$ cat src/rtl/fiper_pkg.sv
package fiper_pkg;
  localparam int unsigned NCH_DEF    = 2;
  localparam int unsigned PER_W_DEF  = 32;
  localparam int unsigned TNS_W_DEF  = 8;
  localparam int unsigned PRSC_W_DEF = 16;

  typedef enum logic {
    PS_LOW  = 1'b0,
    PS_HIGH = 1'b1
  } pulse_st_e;
endpackage

$ cat src/rtl/fiper_prescaler.sv
module fiper_prescaler #(
  parameter int unsigned PRSC_W = fiper_pkg::PRSC_W_DEF
) (
  input  logic              clk_i,
  input  logic              rst_ni,
  input  logic              tick_i,
  input  logic [PRSC_W-1:0] prsc_i,
  output logic [PRSC_W-1:0] prsc_eff_o,
  output logic              oclk_o
);
  logic [PRSC_W-1:0] pcnt_q;
  logic              oclk_q;

  // zero ratio behaves as divide-by-one
  assign prsc_eff_o = (prsc_i == '0) ? PRSC_W'(1) : prsc_i;

  always_ff @(posedge clk_i or negedge rst_ni) begin
    if (!rst_ni) begin
      pcnt_q <= '0;
      oclk_q <= 1'b0;
    end else if (tick_i) begin
      // >= keeps the count bounded when the ratio is lowered on the fly
      if (pcnt_q >= prsc_eff_o - PRSC_W'(1)) begin
        pcnt_q <= '0;
        oclk_q <= 1'b1;
      end else begin
        pcnt_q <= pcnt_q + PRSC_W'(1);
        oclk_q <= 1'b0;
      end
    end else begin
      oclk_q <= 1'b0;
    end
  end

  assign oclk_o = oclk_q;
endmodule

$ cat src/rtl/fiper_channel.sv
module fiper_channel #(
  parameter int unsigned PER_W  = fiper_pkg::PER_W_DEF,
  parameter int unsigned TNS_W  = fiper_pkg::TNS_W_DEF,
  parameter int unsigned PRSC_W = fiper_pkg::PRSC_W_DEF
) (
  input  logic              clk_i,
  input  logic              rst_ni,
  input  logic              tick_i,
  input  logic [TNS_W-1:0]  tick_ns_i,
  input  logic [PRSC_W-1:0] width_i,
  input  logic              we_i,
  input  logic [PER_W-1:0]  wdata_i,
  output logic [PER_W-1:0]  per_o,
  output logic              pulse_o
);
  import fiper_pkg::*;

  logic [PER_W-1:0]  per_q;
  logic [PER_W-1:0]  cnt_q;
  logic [PRSC_W-1:0] wcnt_q;
  pulse_st_e         st_q;
  logic [PER_W-1:0]  step;
  logic              exhausted;
  logic              enabled;

  assign step      = PER_W'(tick_ns_i);
  assign exhausted = cnt_q < step;
  assign enabled   = per_q != '0;

  always_ff @(posedge clk_i or negedge rst_ni) begin
    if (!rst_ni) begin
      per_q  <= '0;
      cnt_q  <= '0;
      wcnt_q <= '0;
      st_q   <= PS_LOW;
    end else if (we_i) begin
      // write wins over a coinciding tick
      per_q  <= wdata_i;
      cnt_q  <= wdata_i;
      wcnt_q <= '0;
      st_q   <= PS_LOW;
    end else if (tick_i) begin
      if (!enabled) begin
        cnt_q <= '0;
        st_q  <= PS_LOW;
      end else if (exhausted) begin
        cnt_q  <= per_q;
        wcnt_q <= width_i - PRSC_W'(1);
        st_q   <= PS_HIGH;
      end else begin
        cnt_q <= cnt_q - step;
        if (st_q == PS_HIGH) begin
          if (wcnt_q == '0) st_q <= PS_LOW;
          else              wcnt_q <= wcnt_q - PRSC_W'(1);
        end
      end
    end
  end

  assign per_o   = per_q;
  assign pulse_o = (st_q == PS_HIGH);
endmodule

$ cat src/rtl/fiper_gen.sv
module fiper_gen #(
  parameter int unsigned NCH    = fiper_pkg::NCH_DEF,
  parameter int unsigned PER_W  = fiper_pkg::PER_W_DEF,
  parameter int unsigned TNS_W  = fiper_pkg::TNS_W_DEF,
  parameter int unsigned PRSC_W = fiper_pkg::PRSC_W_DEF
) (
  input  logic              clk_i,
  input  logic              rst_ni,
  input  logic              tick_i,
  input  logic [TNS_W-1:0]  tick_ns_i,
  input  logic [PRSC_W-1:0] prsc_i,
  input  logic [NCH-1:0]    per_we_i,
  input  logic [PER_W-1:0]  per_wdata_i,
  output logic              oclk_o,
  output logic [NCH-1:0]    pulse_o
);
  localparam int unsigned PER_FLAT_W = NCH * PER_W;

  logic [PRSC_W-1:0]     prsc_eff;
  logic [PER_FLAT_W-1:0] per_flat;

  fiper_prescaler #(.PRSC_W(PRSC_W)) i_prescaler (
    .clk_i      (clk_i),
    .rst_ni     (rst_ni),
    .tick_i     (tick_i),
    .prsc_i     (prsc_i),
    .prsc_eff_o (prsc_eff),
    .oclk_o     (oclk_o)
  );

  for (genvar c = 0; c < NCH; c++) begin : g_ch
    fiper_channel #(
      .PER_W (PER_W),
      .TNS_W (TNS_W),
      .PRSC_W(PRSC_W)
    ) i_channel (
      .clk_i    (clk_i),
      .rst_ni   (rst_ni),
      .tick_i   (tick_i),
      .tick_ns_i(tick_ns_i),
      .width_i  (prsc_eff),
      .we_i     (per_we_i[c]),
      .wdata_i  (per_wdata_i),
      .per_o    (per_flat[c*PER_W +: PER_W]),
      .pulse_o  (pulse_o[c])
    );
  end
endmodule

$ cat config.mk
export PLATFORM = sky130hd
export DESIGN_NAME = fiper_gen
export DESIGN_NICKNAME = d
export VERILOG_FILES = /design/src/rtl/fiper_pkg.sv /design/src/rtl/fiper_prescaler.sv /design/src/rtl/fiper_channel.sv /design/src/rtl/fiper_gen.sv
export SDC_FILE = /design/constraint.sdc
export NUM_CORES = 1
export LEC_CHECK = 0
export BUFFER_PORTS_ARGS = -buffer_cell sky130_fd_sc_hd__buf_2
export CAP_MARGIN = 10
export CORE_UTILIZATION = 55
export DETAILED_ROUTE_END_ITERATION = 12
export PLACE_DENSITY_LB_ADDON = 0.08
export SLEW_MARGIN = 20
export SYNTH_ARGS = -nofsm -noshare
export SYNTH_HDL_FRONTEND = slang
export SYNTH_SLANG_ARGS = --single-unit
$ cat constraint.sdc
create_clock -name clk_i -period 6.75 [get_ports clk_i]
set_input_delay 0 -clock clk_i [delete_from_list [all_inputs] [get_ports clk_i]]
set_output_delay 0 -clock clk_i [all_outputs]
set_load 0.1 [all_outputs]
==> summary.md, run 1 <==
| Metric | Value |
|---|---|
| Status | completed |
| Postcts setup bufs | 0 |
| Count leader, synth | dfrtp_1 |
| Sink Count | 179 |
| Critical path type | flip-flop to flip-flop |
| PortBufs | 63 |
| FFs w/ async S/R, synth | 100% |
| Startpoint Class | flip-flop |
| RSZ-0062 raised after global routing | no |
| Finished Layout Cells | 1,474 |
| Initial antenna violation count | 1 |
| Cell Rows | 50 |
| Setup TNS | 0 ps |
| Worst-path clk slew | ~70 ps |
| Initial DRC count | 937 |
| Routed Antenna Nets | 0 |
| Clk_skew | around 15 ps |
| Wire length per cell | around 21 µm |
| First-pass GRT wire length | around 49 mm |
| Cell taking the most area after synthesis | dfrtp_1 |
| Post-synth EDFFs | 0 |
| Final period util | approximately 59% |
| Hold Violations, Final | 0 |
| Gate count after technology mapping | 1,127 |
| Htree depth | 4 |
| CP endpoint kind | flip-flop |
| Initial Util | between 50% and 60% |
| Mapped Avg Cell Area | about 9.5 µm² |
| Critical Path AT | between 4000 and 5000 ps |
| Sequential element share of the synthesized area | around two fifths |
| Yosys warns | 0 |
| Worst-Margin Slew | roughly 950 ps |
| Grt ovf | 0 |
| Final Slew Violations | 0 |
| Dpl hpwl | 21.3 mm |
| # Max-Cap Violations | 0 |
| Most frequent cells after synthesis | dfrtp_1, o21ai_0, nor2_1 |
| Vias/cell | 6.33 |
| Primary FF master, synth | dfrtp_1 |
| Synth area leaders | dfrtp_1, mux2_2, o21ai_0 |
| Slew HR | between 30% and 40% |
| Vias in the first global route | 8,885 |
| WL final | 30.7 mm |
| Max VDD drop | ~180 µV |
| Drt first pass iters | 7 |
| Core area | approximately 0.019 mm² |
| Minimum clock period | about 4000 ps |
| Post-synth net total | ~1,200 |
| Syn Std Cell Area | about 0.011 mm² |
| Gr usage total | between 30% and 40% |
| Max Buffers Root-to-Sink | 2 |
| Yosys top cell area share | between 40% and 50% |
| Top-level port count | between 60 and 70 |
| Die Area | 0.0200 mm² |
| Ratio of cells with drive above 1 in the final layout | between 10% and 20% |
| Die Wd | 141 µm |
| Fin nets | 1,299 |
| Library cells used by synthesis | 73 |
| CTS Buf Count | 17 |
| Die height | 141 µm |
| Root Buffer | clkbuf_16 |
| Hold crit path type | input port to flip-flop |
| CP max FO | 27 |
| Vias | a little over 9,000 |
| Synth Register Bits | between 150 and 200 |
| Req. time, crit path | 7080 ps |
| Max Freq | ~250 MHz |
| DP Cell Count | 1,408 |
| Pwr per Cell Area | 234 mW/mm² |
| CTS tree | yes |
| Pleak | 5.13 nW |
| Largest net degree at the start of global routing | approximately 120 |
| Skew-Pair Late Insertion Delay | 450 ps |
| Synth-to-Final Area Change | 13.4% |
| Gp weighted congestion | 0.923 |
| Setup-failing EPs final | 0 |
| Post-route DRC | 0 |
==> final cells by class <==
type | instances | area (µm²)
Antenna cell | 1 | 2.50
Clock buffer | 18 | 429
Clock inverter | 14 | 164
Fill cell | 1566 | 6730
Inverter | 37 | 139
Multi-Input combinational cell | 857 | 5820
Sequential cell | 179 | 4480
Tap cell | 260 | 325
Timing Repair Buffer | 108 | 744
==> critical path, cell delays in order (launching register included) <==
cell     delay, ps
dfrtp_1        380
ha_1           240
or4_1          450
nor3_1         530
nand4_1        330
or2_2          570
buf_4          320
a22oi_1        580
o21ai_0        190
a22o_1         280
==> flip-flops by register name, summed over array words and instances (netlist names) <==
name and cells:
i_prescaler.pcnt_q 16, g_ch.i_channel.per_o 64, g_ch.i_channel.pulse_o 2, i_prescaler.oclk_o 1, g_ch.i_channel.wcnt_q 32, g_ch.i_channel.cnt_q 64
==> logic make-up after synthesis <==
family,Yosys count,synth area share (%)
compound gates,330,20.7
simple gates,362,17.3
mux,63,6.57
fa+ha+maj,38,4.60
xor+xnor,64,5.25
flops,179,42.0
buf+inv,91,3.55
==> metrics by stage <==
step                      total power, mW  hold slack [ps]  utilization (%)  area, µm²  setup WS, ps
final                                2.84             36.4             64.3      12100          2740
after global routing                 2.97             53.5             64.3      12100          2460
after CTS                            2.84             21.3             64.3      12100          2820
after detailed placement             1.82              206             59.3      11200          2660
after global placement               1.81              206             59.3      11200          2820
after floorplan                      1.65             -296                -      10700          3360
==> cell usage in the layout (no fill, tap or decap), types with 9 or more instances in the layout <==
master,netlist,layout
dfrtp_1,179,179
buf_4,2,12
a222oi_1,15,15
nor4_1,40,40
inv_1,37,37
o211ai_1,9,9
nor2_1,98,96
o21ai_0,109,109
mux2_2,56,56
a211oi_1,14,14
clkbuf_16,0,17
dlygate4sd3_1,0,33
xor2_1,24,24
nand2b_1,12,12
xnor2_1,40,40
ha_1,36,36
nand3_1,30,30
nor3_1,43,43
a221o_1,14,14
a22oi_1,25,25
nand2_1,61,61
buf_2,6,62
or4_1,15,15
o21a_1,11,11
a21oi_1,45,45
or3_1,19,19
==> metal layers <==
| metal | routed length [µm] | global-route usage [%] | part of all wire, % |
|---|---|---|---|
| met2 | 14400 | 51.6 | 47 |
| met5 | 0 | 0 | 0 |
| met1 | 13500 | 43.8 | 44 |
| met4 | 1150 | 14.1 | 3.7 |
| met3 | 1650 | 4.08 | 5.4 |
==> final timing paths <==
kind                                                  from                           end  slack, ps  depth (start not counted)
max in group asynchronous                           rst_ni   g_ch[0].i_channel.cnt_q[22]       5040                          3
worst min-delay path                                tick_i         i_prescaler.pcnt_q[1]         40                          2
worst max-delay path            g_ch[1].i_channel.cnt_q[7]  g_ch[1].i_channel.wcnt_q[13]       2740                          9
worst min register to register   g_ch[1].i_channel.pulse_o     g_ch[1].i_channel.pulse_o        500                          2
worst max register to register  g_ch[1].i_channel.cnt_q[7]  g_ch[1].i_channel.wcnt_q[13]       2740                          9
min in group asynchronous                           rst_ni  g_ch[1].i_channel.wcnt_q[10]        270                          2
==> timing repair <==
action | in CTS | in global routing
hold endpoints to repair | 238 | 0
gates resized for setup | 0 | 0
hold buffers | 33 | 0
==> power by group <==
part           switching [mW]  leakage, nW  internal (mW)
combinational           0.297         2.62          0.246
sequential              0.106         2.23           1.18
clock                   0.482        0.289          0.529
total                   0.885         5.13           1.95
Note: power is estimated with default switching activity, not from simulation.
==> inputs of run 2 (changes only) <==
==> constraint.sdc (replaced) <==
create_clock -name clk_i -period 3.4 [get_ports clk_i]
set_input_delay 0 -clock clk_i [delete_from_list [all_inputs] [get_ports clk_i]]
set_output_delay 0 -clock clk_i [all_outputs]
set_load 0.1 [all_outputs]
==> run 2 against run 1 <==
Die area unchanged. First-iteration DRC count decreased by 18%. Clock power increased by 98%. Worst hold slack better by 5.6 ps. Combinational power up 100%. Global-route usage increased by 0.10 points. Via count is 2.7% higher. Critical endpoint is now g_ch[0].i_channel.cnt_q[20]. Clock skew fell by 3.7 ps. Critical path depth stayed put. Setup slack got worse by 2700 ps. Largest cell class unchanged. Highest routed layer unchanged.
==> summary.md, run 2 (synthesized netlist as in run 1, its figures left out) <==
| Metric | Value |
|---|---|
| Wire length per cell | 20.2 µm (was 20.8 µm) |
| Commonest non-fill, non-tap cells in the layout | dfrtp_1, o21ai_0, nor2_1, buf_2, nand2_1 (unchanged) |
| Reg-to-Reg Start | g_ch[0].i_channel.cnt_q[7] (was g_ch[1].i_channel.cnt_q[7]) |
| Largest net degree at the start of global routing | 82 (was 115) |
| Dpl hpwl | 22.1 mm (was 21.3 mm) |
| Hold Violations, Final | 0 (unchanged) |
| Initial Util | 56.7% (unchanged) |
| Startpoint Class | flip-flop (unchanged) |
| Sink Count | 179 (unchanged) |
| Final instance area | 0.0125 mm² (was 0.0121 mm²) |
| Htree depth | 4 (unchanged) |
| Root Buffer | clkbuf_16 (unchanged) |
| Ratio of cells with drive above 1 in the final layout | 17.8% (was 14.9%) |
| CTS Buf Count | 17 (unchanged) |
| Vias in the first global route | 9,162 (was 8,885) |
| Initial antenna violation count | 0 (was 1) |
| Hold Worst Slack | 42.0 ps (was 36.4 ps) |
| Synth-to-Final Area Change | 16.9% (was 13.4%) |
| Gp weighted congestion | 0.917 (was 0.923) |
| Routed Antenna Nets | 0 (unchanged) |
| PortBufs | 63 (unchanged) |
| Die height | 141 µm (unchanged) |
| Critical Path End | g_ch[0].i_channel.cnt_q[20] (was g_ch[1].i_channel.wcnt_q[13]) |
| First-pass GRT wire length | 49.4 mm (was 49.1 mm) |
| Worst-Margin Slew | 897 ps (was 947 ps) |
| Max Freq | 301 MHz (was 249 MHz) |
| Combinational Power Share | 19.6% (was 19.2%) |
| CP endpoint kind | flip-flop (unchanged) |
| Net Switching | 1.70 mW (was 0.885 mW) |
| Cell Rows | 50 (unchanged) |
| Minimum clock period | 3320 ps (was 4010 ps) |
| Pwr per Cell Area | 455 mW/mm² (was 234 mW/mm²) |
| Die Area | 0.0200 mm² (unchanged) |
| Vias | 9,584 (was 9,333) |
| Final Slew Violations | 0 (unchanged) |
| Worst-path clk slew | 70 ps (about the same) |
| Core area | 0.0188 mm² (unchanged) |
| Final period util | 97.7% (was 59.4%) |
| R2r worst-path depth | 9 (unchanged) |
| Slew HR | 40.1% (was 36.6%) |
| Critical Path AT | 3650 ps (was 4340 ps) |
| Max Buffers Root-to-Sink | 2 (unchanged) |
| Top-level port count | 64 (unchanged) |
| Commonest non-fill, non-tap cell in the layout | dfrtp_1 (unchanged) |
| R2R setup slack | 80 ps (was 2740 ps) |
| Hold crit path type | input port to flip-flop (unchanged) |
| Max VDD drop | 352 µV (was 184 µV) |
| ANT cells | 0 (was 1) |
| Setup TNS | 0 ps (unchanged) |
| Fin nets | 1,344 (was 1,299) |
| Worst Setup SP | g_ch[0].i_channel.cnt_q[7] (was g_ch[1].i_channel.cnt_q[7]) |
| Vias/cell | 6.32 (was 6.33) |
| Setup-failing EPs final | 0 (unchanged) |
| Skew-Pair Late Insertion Delay | 440 ps (was 450 ps) |
| Status | completed (unchanged) |
| Req. time, crit path | 3730 ps (was 7080 ps) |
| Post-route DRC | 0 (unchanged) |
| Pleak | 5.35 nW (was 5.13 nW) |
| WL final | 30.7 mm (about the same) |
| Die Wd | 141 µm (unchanged) |
| Grt ovf | 0 (unchanged) |
| Clk_skew | 11.5 ps (was 15.2 ps) |
| RSZ-0062 raised after global routing | yes (was no) |
| Switching Share | 30.1% (was 31.2%) |
| Int Power | 3.96 mW (was 1.95 mW) |
| CTS tree | yes (unchanged) |
| Initial DRC count | 773 (was 937) |
| CP max FO | 7 (was 27) |
| Seq pwr share | 45.0% (was 45.2%) |
| Critical path type | flip-flop to flip-flop (unchanged) |
| Gr usage total | 32.2% (was 32.1%) |
| Drt first pass iters | 8 (was 7) |
| Post-DP Area | 0.0115 mm² (was 0.0112 mm²) |
| Post-layout util | 66.2% (was 64.3%) |
| Clk network pwr share | 35.4% (was 35.6%) |
| RR Endpoint | g_ch[0].i_channel.cnt_q[20] (was g_ch[1].i_channel.wcnt_q[13]) |
| # Max-Cap Violations | 0 (unchanged) |
==> run 2: cell types whose count changed in the layout (fill, tap and decap cells not counted), sizes merged <==
cell / before / now
buf: 74 / 116
inv: 44 / 40
dlygate4sd3: 33 / 36
bufinv: 1 / 2
diode: 1 / 0
clkinvlp: 1 / 2
==> run 2: worst max-delay path: stages (launching register included) <==
cell and delay [ps]:
dfrtp_1 390, ha_1 240, or4_4 450, or4_4 470, or4_1 500, buf_4 200
or2_1 280, or4_1 430, xor2_1 150, o21ai_1 80
==> run 2: per-layer routing <==
layer / share of wire (%) / GRT usage, %
met5: 0 / 0
met4: 4.0 / 14.7
met3: 5.7 / 4.56
met2: 48 / 53.3
met1: 42 / 42.1
==> run 2: cell type report <==
class	instances	area (µm²)
clock buffer	18	439
clock inverter	12	154
fill	1582	6360
inverter	37	139
multi-input combinational	857	5820
sequential	179	4480
tap	260	325
timing repair buffer	153	1110
==> run 2: power by group through the flow <==
stage                     clock, mW  sequential, mW  combinational, mW
final                          2.00            2.55               1.11
after CTS                      2.03            2.55               1.11
after floorplan                   0            2.52              0.748
after global routing           2.11            2.58               1.24
after global placement            0            2.58               1.05
after detailed placement          0            2.59               1.07
==> run 2: worst min path at each step <==
stage	start	endpoint	slack [ps]	cells after the start
global route	tick_i	i_prescaler.pcnt_q[0]	40	2
finish	tick_i	i_prescaler.pcnt_q[0]	40	2
detailed placement	rst_ni	g_ch[1].i_channel.wcnt_q[11]	80	1
floorplan	rst_ni	g_ch[0].i_channel.cnt_q[0]	-300	0
CTS	tick_i	i_prescaler.pcnt_q[0]	30	2
global placement	rst_ni	g_ch[1].i_channel.wcnt_q[11]	80	1
==> run 2: per-stage QoR <==
step	worst slack (ps)	total power [mW]	instances
detailed placement	-97.3	3.66	1449
floorplan	12.0	3.27	1127
CTS	59.8	5.69	1515
global placement	-16.9	3.63	1449
global route	-40.6	5.94	1516
finish	77.1	5.67	1516
==> run 2: repair_timing <==
| item | in CTS | in global routing |
|---|---|---|
| gates resized for setup | 0 | 1 |
| setup endpoints to repair | 0 | 26 |
| endpoints found under the hold margin | 206 | 0 |
| setup buffers | 0 | 1 |
| hold buffers | 36 | 0 |
